File: src/rtl/ftc_pkg.sv
package ftc_pkg;
    localparam int OFS_CNT_LO = 'h00;
    localparam int OFS_CNT_HI = 'h04;
    localparam int OFS_CTRL   = 'h08;
    localparam int OFS_NUM    = 'h10;
    localparam int OFS_DEN    = 'h14;
    localparam int HALF_STEP  = 375;
endpackage

File: src/rtl/ftc_phase_step.sv
module ftc_phase_step #(
    parameter int FRAC_W = 12
) (
    input  logic [FRAC_W-1:0] acc_q_i,
    input  logic [FRAC_W-1:0] num_i,
    input  logic [FRAC_W-1:0] den_i,
    output logic [FRAC_W-1:0] acc_d_o,
    output logic              inc_o
);
    localparam int SUM_W = FRAC_W + 1;

    logic [SUM_W-1:0] sum;
    logic [SUM_W-1:0] rem;
    logic [SUM_W-1:0] den_x;

    always_comb begin
        den_x   = SUM_W'(den_i);
        sum     = SUM_W'(acc_q_i) + SUM_W'(num_i);
        rem     = sum - den_x;
        acc_d_o = acc_q_i;
        inc_o   = 1'b0;
        if (den_i != '0) begin
            if (sum >= den_x) begin
                inc_o = 1'b1;
                // clamp: at most one count per cycle, residue stays below den
                if (rem >= den_x) begin
                    acc_d_o = den_i - FRAC_W'(1);
                end else begin
                    acc_d_o = rem[FRAC_W-1:0];
                end
            end else begin
                acc_d_o = sum[FRAC_W-1:0];
            end
        end
    end
endmodule

File: src/rtl/ftc_coarse_ref.sv
module ftc_coarse_ref #(
    parameter int COUNT_W = 64,
    parameter int STEP    = 375
) (
    input  logic               clk,
    input  logic               rst_n,
    input  logic               tick_i,
    output logic [COUNT_W-1:0] load_o
);
    localparam int HALF_W = COUNT_W + 1;

    logic [HALF_W-1:0] half_d, half_q, half_nx;

    always_comb begin
        half_nx = half_q + HALF_W'(STEP);
        half_d  = tick_i ? half_nx : half_q;
        load_o  = half_nx[HALF_W-1:1];
    end

    always_ff @(posedge clk) begin
        if (!rst_n) half_q <= '0;
        else        half_q <= half_d;
    end
endmodule

File: src/rtl/frac_time_counter.sv
module frac_time_counter #(
    parameter int COUNT_W = 64,
    parameter int REG_W   = 32,
    parameter int FRAC_W  = 12,
    parameter int ADDR_W  = 8,
    parameter int STEP    = ftc_pkg::HALF_STEP,
    parameter int RST_NUM = 4,
    parameter int RST_DEN = 25
) (
    input  logic               clk,
    input  logic               rst_n,
    input  logic               coarse_tick_i,
    input  logic               wr_en_i,
    input  logic               rd_en_i,
    input  logic [ADDR_W-1:0]  addr_i,
    input  logic [REG_W-1:0]   wdata_i,
    output logic [REG_W-1:0]   rdata_o,
    output logic [COUNT_W-1:0] count_o
);
    import ftc_pkg::*;

    localparam int HI_W = COUNT_W - REG_W;

    typedef struct packed {
        logic [COUNT_W-1:0] count;
        logic [FRAC_W-1:0]  acc;
        logic [REG_W-1:0]   num_reg;
        logic [REG_W-1:0]   den_reg;
        logic               tick_en;
        logic [HI_W-1:0]    hi_latch;
    } state_t;

    state_t st_d, st_q;

    logic [FRAC_W-1:0]  acc_nx;
    logic               step_inc;
    logic [COUNT_W-1:0] coarse_load;
    logic               sel_lo, sel_hi, sel_ctl, sel_num, sel_den;
    logic [FRAC_W-1:0]  num_eff, den_eff;
    logic [HI_W-1:0]    hi_latch_w;

    assign num_eff    = st_q.num_reg[FRAC_W-1:0];
    assign den_eff    = st_q.den_reg[FRAC_W-1:0];
    assign hi_latch_w = st_q.hi_latch;

    ftc_phase_step #(.FRAC_W(FRAC_W)) u_step (
        .acc_q_i (st_q.acc),
        .num_i   (num_eff),
        .den_i   (den_eff),
        .acc_d_o (acc_nx),
        .inc_o   (step_inc)
    );

    ftc_coarse_ref #(.COUNT_W(COUNT_W), .STEP(STEP)) u_coarse (
        .clk    (clk),
        .rst_n  (rst_n),
        .tick_i (coarse_tick_i),
        .load_o (coarse_load)
    );

    always_comb begin
        sel_lo  = (addr_i == ADDR_W'(OFS_CNT_LO));
        sel_hi  = (addr_i == ADDR_W'(OFS_CNT_HI));
        sel_ctl = (addr_i == ADDR_W'(OFS_CTRL));
        sel_num = (addr_i == ADDR_W'(OFS_NUM));
        sel_den = (addr_i == ADDR_W'(OFS_DEN));

        st_d     = st_q;
        st_d.acc = acc_nx;

        // count update, priority: correction tick, count write, increment
        if (coarse_tick_i && st_q.tick_en) begin
            st_d.count = coarse_load;
            st_d.acc   = '0;
        end else if (wr_en_i && sel_lo) begin
            st_d.count[REG_W-1:0] = wdata_i;
        end else if (wr_en_i && sel_hi) begin
            st_d.count[COUNT_W-1:REG_W] = wdata_i[HI_W-1:0];
        end else if (step_inc) begin
            st_d.count = st_q.count + COUNT_W'(1);
        end

        if (wr_en_i && sel_ctl) st_d.tick_en = wdata_i[0];
        if (wr_en_i && sel_num) st_d.num_reg = wdata_i;
        if (wr_en_i && sel_den) st_d.den_reg = wdata_i;

        if (rd_en_i && sel_lo) st_d.hi_latch = st_q.count[COUNT_W-1:REG_W];

        if (sel_lo)       rdata_o = st_q.count[REG_W-1:0];
        else if (sel_hi)  rdata_o = REG_W'(st_q.hi_latch);
        else if (sel_ctl) rdata_o = REG_W'(st_q.tick_en);
        else if (sel_num) rdata_o = st_q.num_reg;
        else if (sel_den) rdata_o = st_q.den_reg;
        else              rdata_o = '0;

        count_o = st_q.count;
    end

    always_ff @(posedge clk) begin
        if (!rst_n) begin
            st_q.count    <= '0;
            st_q.acc      <= '0;
            st_q.num_reg  <= REG_W'(RST_NUM);
            st_q.den_reg  <= REG_W'(RST_DEN);
            st_q.tick_en  <= 1'b0;
            st_q.hi_latch <= '0;
        end else begin
            st_q <= st_d;
        end
    end
endmodule

File: config.mk
export PLATFORM = sky130hd
export DESIGN_NAME = frac_time_counter
export DESIGN_NICKNAME = d
export VERILOG_FILES = /design/src/rtl/ftc_pkg.sv /design/src/rtl/ftc_phase_step.sv /design/src/rtl/ftc_coarse_ref.sv /design/src/rtl/frac_time_counter.sv
export SDC_FILE = /design/constraint.sdc
export NUM_CORES = 1
export LEC_CHECK = 0
export BUFFER_PORTS_ARGS = -buffer_cell sky130_fd_sc_hd__clkbuf_2
export CAP_MARGIN = 25
export CORE_UTILIZATION = 61
export DETAILED_ROUTE_END_ITERATION = 16
export PLACE_DENSITY = 0.9
export SKIP_CTS_REPAIR_TIMING = 1
export SLEW_MARGIN = 20
export SYNTH_ARGS = -nofsm -noshare
export SYNTH_HDL_FRONTEND = slang
export SYNTH_SLANG_ARGS = --single-unit
File: constraint.sdc
create_clock -name clk -period 5.7 [get_ports clk]
set_clock_uncertainty 0.1 [all_clocks]
set_input_delay 1.71 -clock clk [delete_from_list [all_inputs] [get_ports clk]]
set_output_delay 1.71 -clock clk [all_outputs]
set_load 0.05 [all_outputs]
==> out/metrics.csv, run 1 <==
stage;metric;value;unit
run_status;run_status;completed;
clock_tree;cts-root-buf;clkbuf_16;
worst_setup_path;crit_path_frequent_cell;clkbuf_2;
sta;hold_viol;0;
worst_setup_path;worst_setup_path_end_kind;output port;
drt;drtAntennaViolNets;0;
layout;final_nets;2141;
worst_setup_path;worstPathMaxFanout;4;
clock_tree;path_clk_slew;60;ps
power_and_ir_drop;switching_share;39.3;%
floorplanning;core;25200;um^2
synth;yosys.area.top_type;dfxtp_1;
worst_setup_path;critPathLaunchType;input port;
power_and_ir_drop;irDropWorstVdd;0.000262;V
clock_tree;h-tree-depth;1;
drt;drc;0;
global_route;grt_use_met3;8.58;%
floorplanning;num_io_pins;141;
synth;netlist_area;15700;um^2
min_path;hp-start;hi_latch_w[22];
clock_tree;cts_tree;done;
drt;wl_per_cell;21.5;um
synth;syn_inst;2043;
power_and_ir_drop;power.leakage;6.16;nW
power_and_ir_drop;cellPowerDensity;321;nW/um^2
layout;drive_gt1_share;14.1;%
synth;synth_area_per_cell;7.69;um^2
min_path;whs_path_depth;2;
clock_tree;clock_latency;560;ps
synth;ys_ff_latch;238;
synth;synth_seq_area_share;30.3;%
worst_setup_path;r2r_start;st_q[97];
global_route;grt_busiest_layer;met2;
worst_setup_path;crit_path_start;addr_i[1];
synth;synth_top_flop_cell;dfxtp_1;
synth;synth_nets;2129;
drt;drtIter0Drc;2480;
global_route;grt_remaining_overflow;0;
sta;holdWs;356;ps
clock_tree;cts_buffers;26;
layout;multi_input_area;9770;um^2
synth;async_reset_ff_share;0;%
sta;relSlewSlack;31.2;%
worst_setup_path;worstSetupPathType;input port to output port;
drt;wirelength;51600;um
synth;synth_cell_type_count;78;
global_route;grt_max_degree;105;
power_and_ir_drop;seqPwrFrac;34.9;%
global_route;grt_pass1_vias;14600;
global_route;grt_pass1_wl;79200;um
synth;synthTopCellsByArea;dfxtp_1, nand2_1, a21oi_1;
min_path;holdPathEnd;hi_latch_w[22];
power_and_ir_drop;p_sw;2.14;mW
floorplanning;initial_core_util;62.4;%
worst_setup_path;reg2reg_to;st_q[105];
clock_tree;clockBufferDepth;3;
power_and_ir_drop;intPower;3.30;mW
sta;finalWorstPathRequiredPeriod;5390;ps
placed_design;hpwl;37000;um
floorplanning;row_count;58;
run;drv_cap;0;
clock_tree;numClockSinks;238;
layout;antennaDiodeCount;0;
worst_setup_path;slowest_delay;600;ps
placed_design;port_buffers;140;
sta;fmax;0.185;GHz
worst_setup_path;crit_slowest_cell;or4_1;
floorplanning;dieArea;26400;um^2
global_route;grt_use_met2;58.2;%
layout;seq_area;4760;um^2
worst_setup_path;worstRegToRegCells;20;
global_route;grt_use_met1;51.7;%
sta;rsz0062_at_grt;false;
power_and_ir_drop;power_frac_clock;29.6;%
sta;layout_worst_path_cycle_share;94.6;%
sta;drv_slew;0;
layout;area_delta_synth_final;7.81;%
sta;worst_pin_slew;1020;ps
min_path;hp-class;flop to flop;
worst_setup_path;crit_arrival;3580;ps
synth;synth-edff-count;0;
worst_setup_path;crit_chain;clkbuf_2, or4_1, or3_1, a311oi_1, a21oi_1, o21ai_1, clkbuf_2;
floorplanning;die_y;162;um
drt;firstDrtPassIters;7;
sta;setup_tns;0;ps
sta;setup_viol;0;
synth;ys_warn_count;0;
floorplanning;fp.dieW;162;um
worst_setup_path;cp.required;3890;ps
layout;n_fill_cell;2050;
synth;synth_top_cell_area_share;30.3;%
drt;routed-via-count;16000;
drt;viasPerCell;6.68;
global_route;grt_usage;37.9;%
power_and_ir_drop;combPwrFrac;35.5;%
global_route;antenna_found_initial;1;
worst_setup_path;r2r_slack;370;ps
placed_design;place_congestion;1.00;
==> Yosys cell counts, drive strengths merged, types with 10 or more instances <==
master,instances
o221ai,13
ha,39
and4,12
xor2,84
or3,26
nor3,63
buf,101
o211ai,32
xnor2,98
inv,40
o21ai,96
nand4,36
nand2b,10
nand2,362
and2,40
a211oi,23
o22ai,15
dfxtp,238
a21oi,193
clkbuf,97
and3,21
nor4,35
nand3,73
nor2,151
mux4,31
==> layout by cell type, fill, tap and decap left out, types with 8 or more instances in the layout <==
cell type / instances
clkbuf_16: 26
or4_1: 8
mux4_2: 31
nand2_1: 360
and3_1: 21
nand3_1: 73
nor4_1: 25
ha_1: 39
nor3_2: 8
nand2b_1: 10
o21ai_1: 42
nand4_1: 35
buf_4: 39
a211oi_1: 21
a21o_1: 9
inv_1: 40
clkbuf_2: 141
xor2_1: 84
and2_1: 40
o211ai_1: 32
o21ai_0: 53
or3_1: 25
xnor2_1: 98
a21oi_1: 192
dfxtp_1: 238
o22ai_1: 15
o221ai_1: 13
nor3_1: 55
nor2_1: 151
and4_1: 12
==> state kept, by name, summed over array words and instances (netlist names) <==
register	cells
u_coarse.half_q	65
count_o	64
st_q	53
hi_latch_w	32
den_eff	12
num_eff	12
==> per-stage QoR <==
stage	setup slack [ps]	instances	utilization, %	power, mW	cell area, um^2
final	309	2400	67.2	5.44	16900
after global routing	94.5	2400	67.2	5.62	16900
after CTS	322	2394	67.0	5.32	16900
after detailed placement	334	2351	63.9	3.75	16100
after global placement	345	2351	63.9	3.70	16100
after floorplan	120	2043	-	3.26	15700
==> cell families after synthesis <==
kind of cell,share of synthesized area [%]
compound gates,17.4
xor+xnor,10.2
simple gates,26.4
flops,30.3
fa+ha+maj,3.36
buf+inv,7.56
mux,4.77
==> how the worst max path moves through the flow <==
stage,slack (ps),to
floorplan,120,rdata_o[0]
CTS,320,st_q[98]
global route,90,st_q[105]
finish,310,rdata_o[0]
detailed placement,330,rdata_o[0]
global placement,340,rdata_o[0]
==> cell type report <==
cell class / instances / share of cell area [%]
clock inverters: 10 / 0.540
flip-flops and latches: 238 / 28.1
clock buffers: 33 / 4.12
repair buffers: 182 / 6.11
inverters: 41 / 0.939
well taps: 330 / 2.44
multi-input cells: 1566 / 57.7
==> power by group through the flow <==
| stage | combinational [mW] | clock, mW | sequential [mW] |
|---|---|---|---|
| 2_1_floorplan | 1.41 | 0 | 1.85 |
| 3_3_place_gp | 1.78 | 0 | 1.92 |
| 3_5_place_dp | 1.82 | 0 | 1.92 |
| 4_1_cts | 1.84 | 1.60 | 1.89 |
| 5_1_grt | 2.04 | 1.67 | 1.90 |
| 6_report | 1.93 | 1.61 | 1.90 |
==> routing by layer <==
metal	routed length, um	share of wire, %
met3	7010	14
met1	20100	39
met5	12	0.023
met4	1900	3.7
met2	22600	44
==> worst max-delay path: cells and delay by family <==
family / cells / cell delay [ps]
simple gates: 2 / 1000
compound gates: 3 / 490
buf+inv: 2 / 360
No activity file was read; power rests on OpenSTA's default activity.
==> run 2, diff against run 1 <==
--- a/config.mk
+++ b/config.mk
@@ -7,9 +7,10 @@
 export LEC_CHECK = 0
 export BUFFER_PORTS_ARGS = -buffer_cell sky130_fd_sc_hd__clkbuf_2
 export CAP_MARGIN = 25
-export CORE_UTILIZATION = 61
+export CORE_UTILIZATION = 55
 export DETAILED_ROUTE_END_ITERATION = 16
-export PLACE_DENSITY = 0.9
+export PLACE_DENSITY = 0.87
+export REMOVE_ABC_BUFFERS = 1
 export SKIP_CTS_REPAIR_TIMING = 1
 export SLEW_MARGIN = 20
 export SYNTH_ARGS = -nofsm -noshare
==> constraint.sdc (replaced) <==
create_clock -name clk -period 4.6 [get_ports clk]
set_clock_uncertainty 0.1 [all_clocks]
set_input_delay 1.38 -clock clk [delete_from_list [all_inputs] [get_ports clk]]
set_output_delay 1.38 -clock clk [all_outputs]
set_load 0.05 [all_outputs]
==> run 2 against run 1 <==
The run now ends with setup timing left. Highest routed layer unchanged. Die area increased by 11%. Wire length grew 1.7%. Via count rose by 1.7%. Core utilization down 3.4 points. Critical path type is now flop to flop. Combinational power is 43% higher. Worst setup slack worse by 500 ps. Sequential share of layout area down 1.4 points.
==> out/metrics.csv, run 2 (synthesized netlist as in run 1, its figures left out) <==
stage;metric;value;unit;change
run_status;run_status;finished, violations left;;was completed
run_status;violations;setup timing;;
layout;mostFrequentLayoutCell;nand2_1;;unchanged
drt;wl_per_cell;20.9;um;was 21.5 um
worst_setup_path;worstPathMaxFanout;5;;was 4
placed_design;hpwl;36700;um;was 37000 um
sta;layout_worst_path_cycle_share;104;%;
drt;wl_met1;19700;um;was 20100 um
clock_tree;cts_tree;done;;unchanged
drt;firstDrtPassIters;7;;unchanged
global_route;grt_usage;34.6;%;was 37.9%
clock_tree;numClockSinks;238;;unchanged
drt;wl_met3;7160;um;was 7010 um
power_and_ir_drop;seqPwrFrac;32.0;%;was 34.9%
global_route;antenna_found_initial;1;;unchanged
power_and_ir_drop;p_sw;2.78;mW;was 2.14 mW
global_route;grt_remaining_overflow;0;;unchanged
layout;antennaDiodeCount;0;;unchanged
global_route;grt_max_degree;80;;was 105
min_path;whs_path_depth;2;;unchanged
sta;hold_viol;0;;unchanged
sta;rsz0062_at_grt;true;;was false
floorplanning;fp.dieW;171;um;was 162 um
sta;fmax;0.209;GHz;
drt;viasPerCell;6.49;;was 6.68
drt;dr_wl_met2;23100;um;was 22600 um
drt;routed-via-count;16300;;was 16000
drt;drtIter0Drc;2765;;was 2480
layout;final_nets;2203;;was 2141
worst_setup_path;crit_arrival;5120;ps;was 3580 ps
sta;fin_ws;-196;ps;was 309 ps
power_and_ir_drop;cellPowerDensity;409;nW/um^2;was 321 nW/um^2
clock_tree;cts_buffers;27;;was 26
layout;n_fill_cell;2341;;was 2050
global_route;grt_pass1_vias;14800;;was 14600
floorplanning;core;27900;um^2;was 25200 um^2
drt;drc;0;;unchanged
drt;wirelength;52500;um;was 51600 um
power_and_ir_drop;power_frac_clock;30.2;%;was 29.6%
global_route;grt_pass1_wl;80000;um;was 79200 um
power_and_ir_drop;intPower;4.52;mW;was 3.30 mW
clock_tree;clockBufferDepth;3;;unchanged
power_and_ir_drop;switching_share;38.1;%;was 39.3%
clock_tree;path_clk_slew;60;ps;about the same
worst_setup_path;critPathLaunchType;flop;;was input port
power_and_ir_drop;combPwrFrac;37.8;%;was 35.5%
floorplanning;die_y;171;um;was 162 um
clock_tree;clock_latency;560;ps;about the same
run;drv_cap;0;;unchanged
worst_setup_path;worstRegToRegCells;21;;was 20
floorplanning;num_io_pins;141;;unchanged
clock_tree;h-tree-depth;1;;unchanged
drt;top_layer;met5;;unchanged
sta;setup_viol;11;;was 0
layout;largest_reg_flops;65;;unchanged
layout;seq_area;4770;um^2;was 4760 um^2
sta;finalWorstPathRequiredPeriod;4800;ps;
layout;multi_input_area;9950;um^2;was 9770 um^2
power_and_ir_drop;irDropWorstVdd;0.000298;V;was 0.000262 V
min_path;hp-class;flop to flop;;unchanged
worst_setup_path;cp.required;4930;ps;was 3890 ps
floorplanning;initial_core_util;56.2;%;was 62.4%
drt;drtAntennaViolNets;0;;unchanged
worst_setup_path;worst_setup_path_end_kind;flop;;was output port
layout;regMostFlops;u_coarse.half_q;;unchanged
floorplanning;row_count;61;;was 58
placed_design;port_buffers;140;;unchanged
sta;drv_slew;0;;unchanged
layout;final_cell_mix;nand2_1, dfxtp_1, a21oi_1;;unchanged
placed_design;place_congestion;0.974;;was 1.00
layout;drive_gt1_share;18.8;%;was 14.1%
floorplanning;dieArea;29200;um^2;was 26400 um^2
sta;relSlewSlack;28.9;%;was 31.2%
sta;worst_pin_slew;1070;ps;was 1020 ps
clock_tree;cts-root-buf;clkbuf_16;;unchanged
worst_setup_path;worstSetupPathType;flop to flop;;was input port to output port
layout;utilization;63.8;%;was 67.2%
power_and_ir_drop;power.leakage;6.57;nW;was 6.16 nW
sta;holdWs;355;ps;was 356 ps
layout;area_delta_synth_final;13.6;%;was 7.81%
## run 2: cell types whose count changed in the layout (fill, tap and decap cells not counted), moves of 3 or more
cell | previous run | this run
a21oi_1 | 192 | 181
buf_12 | 1 | 7
clkbuf_2 | 141 | 138
dfxtp_1 | 238 | 235
a21oi_2 | 1 | 12
nor2_2 | 0 | 6
dfxtp_2 | 0 | 3
buf_6 | 0 | 3
ha_1 | 39 | 36
nor2_1 | 151 | 145
inv_6 | 1 | 4
buf_4 | 39 | 94
## run 2: worst paths after layout
path               from   endpoint  slack (ps)
max          num_eff[0]  st_q[106]        -200
min            st_q[86]   st_q[86]         350
max reg2reg  num_eff[0]  st_q[106]        -200
min reg2reg    st_q[86]   st_q[86]         350
## run 2: cell type report
cell class	instances	area share, %
multi-input combinational	1566	55.8
sequential	238	26.7
timing repair buffer	243	8.89
clock buffer	32	4.01
tap	378	2.65
clock inverter	17	1.02
inverter	41	0.891
## run 2: per-layer routing
layer  vias to the layer above  GRT usage [%]
li1                       7271              -
met5                         -              0
met4                         2           14.9
met2                      1176           54.0
met1                      7631           45.8
met3                       233           7.68
## run 2: power by group through the flow
stage | logic, mW | clock network (mW) | registers, mW
2_1_floorplan | 1.36 | 0 | 2.50
3_3_place_gp | 2.45 | 0 | 2.36
3_5_place_dp | 2.48 | 0 | 2.36
4_1_cts | 2.51 | 2.20 | 2.32
5_1_grt | 2.94 | 2.28 | 2.34
6_report | 2.76 | 2.20 | 2.33
## run 2: per-stage QoR
step / instance area (um^2) / power (mW) / TNS (ps) / instances / setup WS [ps]
after floorplan: 14700 / 3.87 / -83360 / 1845 / -1500
after global placement: 16600 / 4.80 / -2010 / 2453 / -250
after detailed placement: 16600 / 4.84 / -2920 / 2453 / -313
after CTS: 17500 / 7.02 / -3340 / 2502 / -357
after global routing: 17800 / 7.56 / -5000 / 2515 / -452
final: 17800 / 7.30 / -1210 / 2515 / -196
## run 2: worst max-delay path, cell delays in order (launching register included)
cell and delay (ps):
dfxtp_2 330, ha_4 160, fa_2 370, a211oi_2 300
o21ai_2 110, a21o_1 180, a21oi_2 180, xnor2_2 120
ha_1 340, o211ai_1 110, nor3_2 200, o21ai_2 100
nand2_1 90, xor2_1 210, ha_1 290, and3_4 160
a21oi_2 120, a21oi_2 80, a2111oi_4 510, mux2i_1 270
nor2_1 80, a221o_1 280
==> run 3, diff against run 2 <==
--- a/config.mk
+++ b/config.mk
@@ -7,9 +7,9 @@
 export LEC_CHECK = 0
 export BUFFER_PORTS_ARGS = -buffer_cell sky130_fd_sc_hd__clkbuf_2
 export CAP_MARGIN = 25
-export CORE_UTILIZATION = 55
+export CORE_UTILIZATION = 30
 export DETAILED_ROUTE_END_ITERATION = 16
-export PLACE_DENSITY = 0.87
+export PLACE_DENSITY = 0.57
 export REMOVE_ABC_BUFFERS = 1
 export SKIP_CTS_REPAIR_TIMING = 1
 export SLEW_MARGIN = 20
==> run 3 against run 2 <==
The run still ends with setup timing left. Worst setup slack better by 12 ps. Critical path depth unchanged. Core utilization down 28 points. Clock power up 3%. Clock-buffer cell count up 9. Critical endpoint is now st_q[98]. Sequential power about the same.
==> out/metrics.csv, run 3 (synthesized netlist as in run 1, its figures left out) <==
stage;metric;value;unit;change
sta;setup_viol;11;;unchanged
global_route;grt_pass1_wl;88500;um;was 80000 um
floorplanning;row_count;83;;was 61
clock_tree;h-tree-depth;1;;unchanged
sta;worst_pin_slew;1010;ps;was 1070 ps
floorplanning;dieArea;53300;um^2;was 29200 um^2
worst_setup_path;r2r_slack;-180;ps;was -200 ps
drt;routed-via-count;15600;;was 16300
worst_setup_path;crit_arrival;5170;ps;was 5120 ps
drt;wl_met3;4620;um;was 7160 um
worst_setup_path;cp_num_buf_inv;2;;was 0
worst_setup_path;worstPathMaxFanout;7;;was 5
run_status;violations;setup timing;;unchanged
layout;antennaDiodeCount;0;;unchanged
layout;largest_reg_flops;65;;unchanged
run;drv_cap;0;;unchanged
drt;wl_met1;25700;um;was 19700 um
drt;wirelength;58500;um;was 52500 um
floorplanning;fp.dieW;231;um;was 171 um
global_route;grt_usage;21.3;%;was 34.6%
sta;hold_viol;0;;unchanged
layout;regMostFlops;u_coarse.half_q;;unchanged
global_route;grt_pass1_vias;14500;;was 14800
layout;area_delta_synth_final;17.9;%;was 13.6%
placed_design;hpwl;43500;um;was 36700 um
drt;firstDrtPassIters;5;;was 7
sta;drv_slew;0;;unchanged
drt;dr_wl_met2;26900;um;was 23100 um
drt;drtAntennaViolNets;0;;unchanged
worst_setup_path;worstSetupPathType;flop to flop;;unchanged
power_and_ir_drop;power.leakage;6.73;nW;was 6.57 nW
sta;fmax;0.209;GHz;about the same
clock_tree;numClockSinks;238;;unchanged
sta;finalWorstPathRequiredPeriod;4780;ps;was 4800 ps
min_path;hp-class;flop to flop;;unchanged
clock_tree;cts-root-buf;clkbuf_16;;unchanged
layout;drive_gt1_share;18.6;%;was 18.8%
drt;viasPerCell;5.50;;was 6.49
layout;final_nets;2220;;was 2203
sta;holdWs;353;ps;was 355 ps
placed_design;port_buffers;140;;unchanged
worst_setup_path;crit_chain;ha_4, fa_2, a211oi_4, o21ai_2, xor2_1, ha_1, a21o_1, or3_1, o21ai_2, nand2_2, xor2_2, ha_1, and3_4, a21oi_2, a21oi_2, a2111oi_4, buf_6, buf_4, mux2i_1, nand2_1, a21oi_1;;was ha_4, fa_2, a211oi_2, o21ai_2, a21o_1, a21oi_2, xnor2_2, ha_1, o211ai_1, nor3_2, o21ai_2, nand2_1, xor2_1, ha_1, and3_4, a21oi_2, a21oi_2, a2111oi_4, mux2i_1, nor2_1, a221o_1
drt;drc;0;;unchanged
clock_tree;cts_buffers;29;;was 27
worst_setup_path;crit_slowest_cell;fa_2;;was a2111oi_4
clock_tree;clockBufferDepth;3;;unchanged
worst_setup_path;cp_top_family;compound AO/OA/AOI/OAI gates;;unchanged
floorplanning;num_io_pins;141;;unchanged
global_route;grt_remaining_overflow;0;;unchanged
clock_tree;cts_tree;done;;unchanged
run_status;run_status;finished, violations left;;unchanged
drt;top_layer;met4;;was met5
placed_design;post-place-ws;-342;ps;was -313 ps
sta;layout_worst_path_cycle_share;104;%;about the same
layout;mostFrequentLayoutCell;nand2_1;;unchanged
floorplanning;core;51500;um^2;was 27900 um^2
layout;final_cell_mix;nand2_1, dfxtp_1, a21oi_1;;unchanged
worst_setup_path;slowest_delay;410;ps;was 510 ps
clock_tree;clock_latency;570;ps;was 560 ps
power_and_ir_drop;irDropWorstVdd;0.000277;V;was 0.000298 V
sta;fin_ws;-184;ps;was -196 ps
worst_setup_path;worst_setup_path_end_kind;flop;;unchanged
global_route;grt_max_degree;188;;was 80
power_and_ir_drop;cellPowerDensity;407;nW/um^2;was 409 nW/um^2
global_route;antenna_found_initial;0;;was 1
floorplanning;initial_core_util;30.5;%;was 56.2%
worst_setup_path;cp.required;4980;ps;was 4930 ps
placed_design;place_congestion;0.983;;was 0.974
sta;relSlewSlack;32.4;%;was 28.9%
floorplanning;die_y;231;um;was 171 um
drt;wl_per_cell;20.7;um;was 20.9 um
worst_setup_path;critPathLaunchType;flop;;unchanged
sta;rsz0062_at_grt;true;;unchanged
clock_tree;path_clk_slew;60;ps;about the same
drt;drtIter0Drc;1605;;was 2765
[run 3: per-stage QoR]
step           power, mW  utilization (%)  area, um^2  cells  setup TNS, ps
2_1_floorplan       3.87                -       14700   1845         -83360
3_3_place_gp        5.14             33.8       17400   2779          -2690
3_5_place_dp        5.15             33.8       17400   2779          -3150
4_1_cts             7.43             35.6       18300   2829          -3340
5_1_grt             7.86             36.0       18500   2833          -3210
6_report            7.53             36.0       18500   2833          -1120
[run 3: tightest hold or removal path, delay by kind of cell (launching register included)]
kind | cells | cell delay (ps)
AO/OA/AOI/OAI | 1 | 50
AND/OR/NAND/NOR | 1 | 50
flip-flops | 1 | 300
[run 3: metal layers]
metal,GRT usage (%),vias up
met1,29.5,7506
met2,34.2,679
met3,3.06,83
met4,5.71,0
li1,-,7312
met5,0,-
[run 3: final cells by class]
cell class	count	area, um^2
Tap cell	680	851
Fill cell	5403	33000
Sequential cell	238	4770
Inverter	41	159
Multi-Input combinational cell	1566	9900
Timing Repair Buffer	258	1920
Clock buffer	41	821
Clock inverter	9	103
[run 3: path summary, 6_finish.rpt]
kind,startpoint,to,depth (start not counted)
hold reg to reg,st_q[79],st_q[79],2
setup reg to reg,st_q[97],st_q[98],21
hold / removal,st_q[79],st_q[79],2
setup / recovery,st_q[97],st_q[98],21
[run 3: where the power goes]
part	switching, mW	leakage, nW	internal [mW]	total [mW]
logic	1.75	4.35	1.16	2.91
clock network	0.931	0.458	1.34	2.27
registers	0.184	1.92	2.17	2.35
total	2.87	6.73	4.67	7.53
